### config.mk
export PLATFORM = sky130hd
export DESIGN_NAME = mesh_route_unit
export DESIGN_NICKNAME = d
export VERILOG_FILES = /design/src/rtl/mrt_pkg.sv /design/src/rtl/mrt_cfg_reg.sv /design/src/rtl/mrt_dir_flags.sv /design/src/rtl/mrt_port_select.sv /design/src/rtl/mesh_route_unit.sv
export SDC_FILE = /design/constraint.sdc
export NUM_CORES = 1
export LEC_CHECK = 0
export ABC_AREA = 0
export BUFFER_PORTS_ARGS = -buffer_cell sky130_fd_sc_hd__buf_4
export CAP_MARGIN = 15
export CORE_MARGIN = 2
export CORE_UTILIZATION = 45
export CTS_BUF_LIST = sky130_fd_sc_hd__clkbuf_8
export DETAILED_ROUTE_END_ITERATION = 7
export MAX_ROUTING_LAYER = met4
export PLACE_DENSITY = 0.81
export SLEW_MARGIN = 20
export SYNTH_ARGS = -nofsm -noshare
export SYNTH_HDL_FRONTEND = slang
export SYNTH_HIERARCHICAL = 1
export SYNTH_SLANG_ARGS = --single-unit
export TNS_END_PERCENT = 100
### constraint.sdc
create_clock -name clk -period 1.7 [get_ports clk]
set_input_delay 0.51 -clock clk [delete_from_list [all_inputs] [get_ports clk]]
set_output_delay 0.51 -clock clk [all_outputs]
set_load 0.1 [all_outputs]
### src/rtl/mrt_pkg.sv
package mrt_pkg;
  localparam int NUM_DIR = 4;
  localparam int NUM_PORT = NUM_DIR + 1;
  localparam int TURN_W = 2 * NUM_DIR;
  localparam int CFG_W = TURN_W + 2 * NUM_DIR;

  typedef enum logic [2:0] {
    PORT_N = 3'd0,
    PORT_E = 3'd1,
    PORT_S = 3'd2,
    PORT_W = 3'd3,
    PORT_L = 3'd4
  } port_idx_e;

  typedef struct packed {
    logic [NUM_DIR-1:0] conn_glb;
    logic [NUM_DIR-1:0] conn_loc;
    logic [TURN_W-1:0]  turn;
  } route_cfg_t;
endpackage

### src/rtl/mrt_cfg_reg.sv
module mrt_cfg_reg import mrt_pkg::*; #(
  parameter logic [CFG_W-1:0] RESET_CFG = 16'hFFCC
) (
  input  logic             clk,
  input  logic             rst,
  input  logic             we,
  input  logic [CFG_W-1:0] wdata,
  output route_cfg_t       cfg
);
  always_ff @(posedge clk) begin
    if (rst) cfg <= route_cfg_t'(RESET_CFG);
    else if (we) cfg <= route_cfg_t'(wdata);
  end
endmodule

### src/rtl/mrt_dir_flags.sv
module mrt_dir_flags import mrt_pkg::*; #(
  parameter int COORD_W = 4
) (
  input  logic [COORD_W-1:0] cur_x,
  input  logic [COORD_W-1:0] cur_y,
  input  logic [COORD_W-1:0] dst_x,
  input  logic [COORD_W-1:0] dst_y,
  output logic [NUM_DIR-1:0] toward,
  output logic               arrived
);
  always_comb begin
    toward[PORT_N] = dst_y > cur_y;
    toward[PORT_E] = dst_x > cur_x;
    toward[PORT_S] = dst_y < cur_y;
    toward[PORT_W] = dst_x < cur_x;
    arrived        = (dst_x == cur_x) && (dst_y == cur_y);
  end
endmodule

### src/rtl/mrt_port_select.sv
module mrt_port_select import mrt_pkg::*; (
  input  logic [NUM_DIR-1:0]  toward,
  input  logic                arrived,
  input  logic [TURN_W-1:0]   turn,
  input  logic [NUM_DIR-1:0]  conn,
  output logic [NUM_PORT-1:0] ports
);
  for (genvar d = 0; d < NUM_DIR; d++) begin : g_dir
    localparam int PA = (d % 2 == 0) ? 1 : 0;
    localparam int PB = PA + 2;
    logic straight, via_a, via_b;
    assign straight = toward[d] & ~toward[PA] & ~toward[PB];
    assign via_a    = toward[d] & toward[PA] & turn[2*d];
    assign via_b    = toward[d] & toward[PB] & turn[2*d+1];
    assign ports[d] = conn[d] & (straight | via_a | via_b);
  end
  assign ports[PORT_L] = arrived;
endmodule

### src/rtl/mesh_route_unit.sv
module mesh_route_unit import mrt_pkg::*; #(
  parameter int COORD_W = 4,
  parameter logic [CFG_W-1:0] RESET_CFG = 16'hFFCC
) (
  input  logic                clk,
  input  logic                rst,
  input  logic                cfg_we,
  input  logic [CFG_W-1:0]    cfg_wdata,
  input  logic                req_valid,
  input  logic                req_global,
  input  logic [COORD_W-1:0]  cur_x,
  input  logic [COORD_W-1:0]  cur_y,
  input  logic [COORD_W-1:0]  dst_x,
  input  logic [COORD_W-1:0]  dst_y,
  output logic                rsp_valid,
  output logic [NUM_PORT-1:0] rsp_ports
);
  route_cfg_t          cfg_q;
  logic [NUM_DIR-1:0]  toward;
  logic                arrived;
  logic [NUM_DIR-1:0]  conn_sel;
  logic [NUM_PORT-1:0] ports_c;

  mrt_cfg_reg #(.RESET_CFG(RESET_CFG)) u_cfg (
    .clk(clk), .rst(rst), .we(cfg_we), .wdata(cfg_wdata), .cfg(cfg_q)
  );

  mrt_dir_flags #(.COORD_W(COORD_W)) u_dir (
    .cur_x(cur_x), .cur_y(cur_y), .dst_x(dst_x), .dst_y(dst_y),
    .toward(toward), .arrived(arrived)
  );

  assign conn_sel = req_global ? cfg_q.conn_glb : cfg_q.conn_loc;

  mrt_port_select u_sel (
    .toward(toward), .arrived(arrived), .turn(cfg_q.turn),
    .conn(conn_sel), .ports(ports_c)
  );

  always_ff @(posedge clk) begin
    if (rst) begin
      rsp_valid <= 1'b0;
      rsp_ports <= '0;
    end else begin
      rsp_valid <= req_valid;
      rsp_ports <= req_valid ? ports_c : '0;
    end
  end
endmodule

Yosys cells after proc, flatten, opt, wreduce, memory -nomap -nowiden

Index checks and enable logic that the tools add are counted.

Bits in registers: 22

Bitwise operators: 37
Order comparisons: 4
Reductions and logical operators: 2
Multiplexer cells: 1
Equal/unequal tests: 2

Operators by type and width:

| cell                          | number |
|---|---|
| 1-bit AND                     | 24 |
| 4-bit equality test           | 2 |
| 4-bit greater-than comparator | 2 |
| 4-bit less-than comparator    | 2 |
| 1-bit OR                      | 8 |
| 1-bit NOT                     | 5 |
| 4-bit 2-to-1 mux              | 1 |
| 2-bit OR reduction            | 1 |
| 1-bit logical AND             | 1 |

Longest topological paths before layout

Gate-level depths: netlist of run 1.

Word-level depth: 7
Mapped depth: 8
Mapped depth without buffers: 8

By module

Netlist of run 1, hierarchy kept.

Modules (own cells, without submodules):

| module          | seq. area each (sq um) | area each (sq um) | instances | cells each |
|---|---|---|---|---|
| mrt_cfg_reg     | 320.3                  | 621.8             | 1         | 53 |
| mrt_dir_flags   | 0.0                    | 236.5             | 1         | 29 |
| mesh_route_unit | 120.1                  | 215.2             | 1         | 16 |
| mrt_port_select | 0.0                    | 86.3              | 1         | 16 |

Worst setup path before layout of run 1

OpenSTA, ideal clock, no wires.

Path type: input -> register
Start: input cur_y[1]
End: register rsp_ports[1]
Required time: 1.640 ns
Arrival time: 1.686 ns
Setup slack: -0.045 ns
Path buffers: 0
Stages: 8
Path through: inv_1 ha_1 nor2b_4 o211ai_2 a21boi_1 or2_1 a31oi_1 and3b_1

Cells in the longest elaborated chain, start to end: 7
Elaborated cells between the ends (all ways): 13
Classes of those cells: order compare (2); bitwise (11)

RTL lines:

| item                              | RTL line              | text |
|---|---|---|
| start: declaration                | mesh_route_unit.sv:12 | `input logic [COORD_W-1:0] cur_y,` |
| 4-bit greater-than comparator (*) | mrt_dir_flags.sv:12   | `toward[PORT_N] = dst_y > cur_y;` |
| net toward[0]                     | mesh_route_unit.sv:19 | `logic [NUM_DIR-1:0] toward;` |
| 1-bit NOT                         | mrt_port_select.sv:12 | `assign straight = toward[d] & ~toward[PA] & ~toward[PB];` |
| 1-bit AND (2 in a row)            | mrt_port_select.sv:12 |  |
| 1-bit OR (*) (2 in a row)         | mrt_port_select.sv:15 | `assign ports[d] = conn[d] & (straight \| via_a \| via_b);` |
| 1-bit AND (*)                     | mrt_port_select.sv:15 |  |
| net ports_c[1]                    | mesh_route_unit.sv:22 | `logic [NUM_PORT-1:0] ports_c;` |
| end signal: assignment            | mesh_route_unit.sv:46 | `rsp_ports <= req_valid ? ports_c : '0;` |
| end: declaration                  | mesh_route_unit.sv:16 | `output logic [NUM_PORT-1:0] rsp_ports` |

Mark *: on every way through the listed nets, which the timed path passes. The rest lies on a longest branch.
A chain may end at the register's enable or synchronous reset.

Final worst setup path of run 1

Start: input dst_x[1]
End: register rsp_ports[2]

Elaborated cells between the ends (all ways): 13
Classes of those cells: order compare (2); bitwise (11)

RTL lines:

| item                           | RTL line              | text |
|---|---|---|
| start: declaration             | mesh_route_unit.sv:13 | `input logic [COORD_W-1:0] dst_x,` |
| 4-bit less-than comparator (*) | mrt_dir_flags.sv:15   | `toward[PORT_W] = dst_x < cur_x;` |
| net toward[3]                  | mesh_route_unit.sv:19 |  |
| 1-bit NOT                      | mrt_port_select.sv:12 |  |
| 1-bit AND                      | mrt_port_select.sv:12 |  |
| 1-bit OR                       | mrt_port_select.sv:15 |  |
| 1-bit OR (*)                   | mrt_port_select.sv:15 |  |
| 1-bit AND (*)                  | mrt_port_select.sv:15 |  |
| net ports_c[2]                 | mesh_route_unit.sv:22 |  |

Marked as above.

==> flow_metrics.tcl, run 1 <==
set metrics [dict create \
    status "complete, no violations" \
    postSynthCellCount 114 \
    routed_via_density 4.995 \
    p_leak_nw 0.7807 \
    clk_transition_reported_paths_ns 0.08 \
    grt_use_total 0.1768 \
    grt_pass1_vias 871 \
    worst_slew_pin_slew_ns 0.2786 \
    ys_seq_area_frac 0.3797 \
    reg2reg_from "u_cfg/cfg[14]$_SDFFE_PP1P_" \
    min_path_type "in -> reg" \
    drtIter0Drc 11 \
    area_growth_pct 35.49 \
    clock_latency_ns 0.26 \
    ios 43 \
    routed_wl_um 2272 \
    fin_nets 202 \
    start_kind "primary input" \
    finalSetupViolCount 0 \
    fin_hold_ws_ns 0.4545 \
    htree_levels 1 \
    cp_slowest_cell "ha_4" \
    first_pass_iters 4 \
    met3WireLength_um 143 \
    utilization 0.6402 \
    antenna_found_initial 0 \
    crit_fanout 4 \
    row_count 18 \
    slew_violations 0 \
    max_stage_delay_ns 0.26 \
    ctsHoldBuffers 0 \
    start_util 0.4725 \
    cts-buffers-inserted 3 \
    die_height_um 54.77 \
    worstHoldPathCells 2 \
    cp-end-kind "flop" \
    antenna_cells 0 \
    r2r_slack_ns 0.70 \
    top_layer "met4" \
    hold_viol 0 \
    fp.dieW_um 54.77 \
    finalSetupTns_ns 0 \
    powerDensity_mw_per_mm2 787.3 \
    place.gp.congestion 0.6981 \
    synth_warnings 6 \
    synth_cell_types 26 \
    hold_start "cfg_wdata[7]" \
    drc_errors 0 \
    synthesis.area_mm2 0.001160 \
    cts.path.max_buffers 2 \
    grt_max_degree 29 \
    vias 929 \
    synthesis.nets 159 \
    place_hpwl_um 1801 \
    final_cell_mix "buf_4 (44), dfxtp_1 (22), a211o_1 (12)" \
    slew_headroom 0.8158 \
    rsz0062_at_grt "false" \
    cts-root-buf "clkbuf_8" \
    met2_length_um 1203 \
    post_drt_wl_per_cell_um 12.22 \
    cp.required_ns 1.90 \
    min_to "u_cfg/cfg[7]$_SDFFE_PP1P_" \
    r2r_end "rsp_ports[2]$_SDFF_PP0_" \
    ant_nets 0 \
    grt_pass1_wl_um 3670 \
    clock_skew_ns 0.005689 \
    syn_avg_cell_area_um2 10.17 \
    path_cells "buf_4 > ha_4 > nor2b_4 > o211ai_2 > and2_4 > or2_1 > a21oi_1 > and3b_1" \
    final_cell_area_mm2 0.001572 \
    core_mm2 0.002455 \
    cts.sinks 22 \
    reg2reg_depth 4 \
    dpl_cell_area_mm2 0.001513 \
    max_freq_mhz 605.7 \
    timing.final.crit_share 0.9711 \
    final_common_cell "buf_4" \
    arrival_ns 1.85 \
    drive_above_1_share 0.3910 \
    ir_worst_vdd_mv 1.063 \
    die-area_mm2 0.003000 \
    cts_tree "done" \
    critical_path_class "in -> reg" \
    ys_ff_latch 22 \
    port-buffer-count 42 \
    cap_violations 0 \
    wl_met1_um 920 \
    layout_min_cycle_time_ns 1.651 \
    overflow 0 \
]
worst max-delay path, delay by kind of cell:
family / cells / cell delay, ns
buf+inv: 1 / 0.12
simple gates: 4 / 0.70
fa+ha+maj: 1 / 0.26
compound gates: 2 / 0.25
area by class of cell:
class	instances	area (um2)
sequential	22	440.4
fill	208	883.3
inverter	8	40.04
tap	30	37.54
multi-input combinational	78	668.1
clock buffer	4	55.05
timing repair buffer	44	330.3
sequential cells by signal, indices dropped and copies added, names as in the netlist:
register / count
u_cfg/cfg: 16
rsp_ports: 5
rsp_valid: 1
power breakdown:
group / switching (W) / internal, W
Combinational: 0.000155 / 0.000163
Sequential: 0.0000127 / 0.000547
Clock: 0.000154 / 0.000206
cell usage after synthesis (all sizes together):
cell type / count / area, um2
a211o: 12 / 105.1
a21boi: 2 / 15.01
a21oi: 5 / 25.02
a22oi: 3 / 22.52
a31oi: 1 / 6.260
and2: 2 / 12.51
and2b: 9 / 67.56
and3b: 5 / 43.79
buf: 5 / 58.80
clkbuf: 1 / 3.750
dfxtp: 22 / 440.4
ha: 8 / 100.1
inv: 8 / 30.03
mux2: 4 / 45.04
mux2i: 4 / 40.04
nand2: 6 / 22.52
nand4: 2 / 12.51
nor2: 5 / 18.77
nor2b: 6 / 52.55
o211ai: 2 / 25.02
or2: 2 / 12.51
per-stage QoR:
step | power (W) | cells | worst slack [ns]
global route | 0.001299 | 186 | 0.004759
finish | 0.001237 | 186 | 0.04915
floorplan | 0.0007817 | 114 | -0.01646
global placement | 0.0008752 | 182 | -0.1705
CTS | 0.001246 | 186 | 0.04539
detailed placement | 0.0008876 | 182 | -0.2091
how the worst max path moves through the flow:
stage	start	to	slack [ns]	depth (start not counted)
after global placement	cur_y[1]	rsp_ports[1]$_SDFF_PP0_	-0.17	9
after CTS	dst_x[1]	rsp_ports[2]$_SDFF_PP0_	0.05	8
after floorplan	cur_y[1]	rsp_ports[1]$_SDFF_PP0_	-0.02	8
after global routing	cur_y[1]	rsp_ports[1]$_SDFF_PP0_	0.005	9
final	dst_x[1]	rsp_ports[2]$_SDFF_PP0_	0.05	8
after detailed placement	dst_x[1]	rsp_ports[0]$_SDFF_PP0_	-0.21	8
timing repair:
item / 4_1_cts / 5_1_grt
gates resized for setup: 0 / 1
setup endpoints to repair: 0 / 3
buffers inserted: 0 / 0
routing by layer:
metal,vias to the layer above,global-route usage
met5,-,-
met4,0,0.02083
met3,2,0.06011
met2,25,0.3214
met1,419,0.1890
li1,483,-
cells by family after synthesis:
kind of cell,Yosys count,synth area share
AND/OR/NAND/NOR,37,0.2093
multiplexers,8,0.07335
adder cells (fa/ha/maj),8,0.08630
flip-flops,22,0.3797
AO/OA/AOI/OAI,25,0.1715
buffers and inverters,14,0.07982
(Power assumes the default switching activity.)
==> run 2: changes to the inputs <==
--- a/config.mk
+++ b/config.mk
@@ -12,7 +12,7 @@
 export CORE_UTILIZATION = 45
 export CTS_BUF_LIST = sky130_fd_sc_hd__clkbuf_8
 export DETAILED_ROUTE_END_ITERATION = 7
-export MAX_ROUTING_LAYER = met4
+export HOLD_SLACK_MARGIN = 0.08
 export PLACE_DENSITY = 0.81
 export SLEW_MARGIN = 20
 export SYNTH_ARGS = -nofsm -noshare
==> run 2 against run 1 <==
Via count grew 0.11%; utilization is the same; combinational power is essentially flat; critical path depth is the same; flip-flop and latch count is the same; sequential share of layout area is the same; first-iteration DRC count shrank 18%; count of clock-buffer cells in the layout is the same; cell count is the same; critical path type unchanged.
==> flow_metrics.tcl, run 2 (same netlist as run 1, synthesis figures left out) <==
set metrics [dict create \
    status "complete, no violations" \
    finalSetupTns_ns 0 \
    die-area_mm2 0.003000 \
    final_cell_area_mm2 0.001572 \
    cts-root-buf "clkbuf_8" \
    clock_latency_ns 0.26 \
    clock_skew_ns 0.005114 \
    start_util 0.4725 \
    slew_headroom 0.8158 \
    ant_nets 0 \
    min_path_type "in -> reg" \
    arrival_ns 1.85 \
    layout_min_cycle_time_ns 1.651 \
    cts.path.max_buffers 2 \
    cap_violations 0 \
    first_pass_iters 4 \
    worst_slew_pin_slew_ns 0.2786 \
    utilization 0.6402 \
    largest_reg_flops 16 \
    reg2reg_depth 4 \
    drc_errors 0 \
    crit_fanout 4 \
    grt_use_total 0.1720 \
    reg_top3 "u_cfg/cfg: 16 flops, rsp_ports: 5 flops, rsp_valid: 1 flops" \
    area_growth_pct 35.49 \
    slew_violations 0 \
    grt_pass1_wl_um 3677 \
    top_register "u_cfg/cfg" \
    antenna_cells 0 \
    port-buffer-count 42 \
    core_mm2 0.002455 \
    start_kind "primary input" \
    ir_worst_vdd_mv 1.060 \
    overflow 0 \
    fp.dieW_um 54.77 \
    ctsHoldBuffers 0 \
    routed_wl_um 2265 \
    cp.required_ns 1.90 \
    grt_max_degree 29 \
    die_height_um 54.77 \
    fin_hold_ws_ns 0.4546 \
    row_count 18 \
    timing.final.crit_share 0.9710 \
    rsz0062_at_grt "false" \
    drtIter0Drc 9 \
    finalSetupViolCount 0 \
    final_common_cell "buf_4" \
    place_hpwl_um 1801 \
    cts.sinks 22 \
    max_freq_mhz 605.8 \
    final_cell_mix "buf_4 (44), dfxtp_1 (22), a211o_1 (12)" \
    htree_levels 1 \
    ios 43 \
    drive_above_1_share 0.3910 \
    post_drt_wl_per_cell_um 12.18 \
    critical_path_class "in -> reg" \
    place.gp.congestion 0.6907 \
    fin_nets 202 \
    p_leak_nw 0.7807 \
    routed_via_density 5.000 \
    powerDensity_mw_per_mm2 786.6 \
    cp-end-kind "flop" \
    worstHoldPathCells 2 \
    antenna_found_initial 0 \
    hold_viol 0 \
    dpl_cell_area_mm2 0.001513 \
    grt_pass1_vias 870 \
    vias 930 \
    cts_tree "done" \
    cts-buffers-inserted 3 \
    clk_transition_reported_paths_ns 0.08 \
]
-- run 2: cell counts in the layout (fill, tap and decap cells not counted) --
Identical to the previous run, type by type.
-- run 2: area by class of cell --
class / instances / area (um2)
clock buffer: 4 / 55.05
fill: 208 / 883.3
inverter: 8 / 40.04
multi-input combinational: 78 / 668.1
sequential: 22 / 440.4
tap: 30 / 37.54
timing repair buffer: 44 / 330.3
-- run 2: through the flow --
stage	power (W)	instances	worst slack [ns]
after floorplan	0.0007817	114	-0.01646
after global placement	0.0008752	182	-0.1705
after detailed placement	0.0008876	182	-0.2091
after CTS	0.001246	186	0.04539
after global routing	0.001299	186	0.004761
final	0.001236	186	0.04923
-- run 2: timing repair --
item | CTS | global route
resized for setup | 0 | 1
endpoints found under the setup margin | 0 | 3
buffers inserted | 0 | 0
-- run 2: final timing paths --
path                            slack (ns)                       start                        end
worst max-delay path                  0.05                    dst_x[1]    rsp_ports[2]$_SDFF_PP0_
worst min-delay path                  0.45                cfg_wdata[2]  u_cfg/cfg[2]$_SDFFE_PP1P_
worst min register to register        0.51   u_cfg/cfg[1]$_SDFFE_PP0P_  u_cfg/cfg[1]$_SDFFE_PP0P_
worst max register to register        0.70  u_cfg/cfg[14]$_SDFFE_PP1P_    rsp_ports[2]$_SDFF_PP0_
-- run 2: metal layers --
metal  GRT usage  wire, um  vias up
met2      0.3214      1198       27
met1      0.1856       881      417
li1            -         -      484
met3     0.06557       180        2
met4     0.02083         5        0
met5           0         0        -
-- run 2: power by group --
part | total (W) | internal (W) | switching [W]
logic | 0.000318 | 0.000163 | 0.000155
clock network | 0.000359 | 0.000206 | 0.000153
registers | 0.000559 | 0.000547 | 0.0000126
total | 0.00124 | 0.000916 | 0.000320
-- run 2: critical path, stage by stage --
cell	delay [ns]
buf_4	0.12
ha_4	0.26
nor2b_4	0.13
o211ai_2	0.11
and2_4	0.17
or2_1	0.24
a21oi_1	0.14
and3b_1	0.16
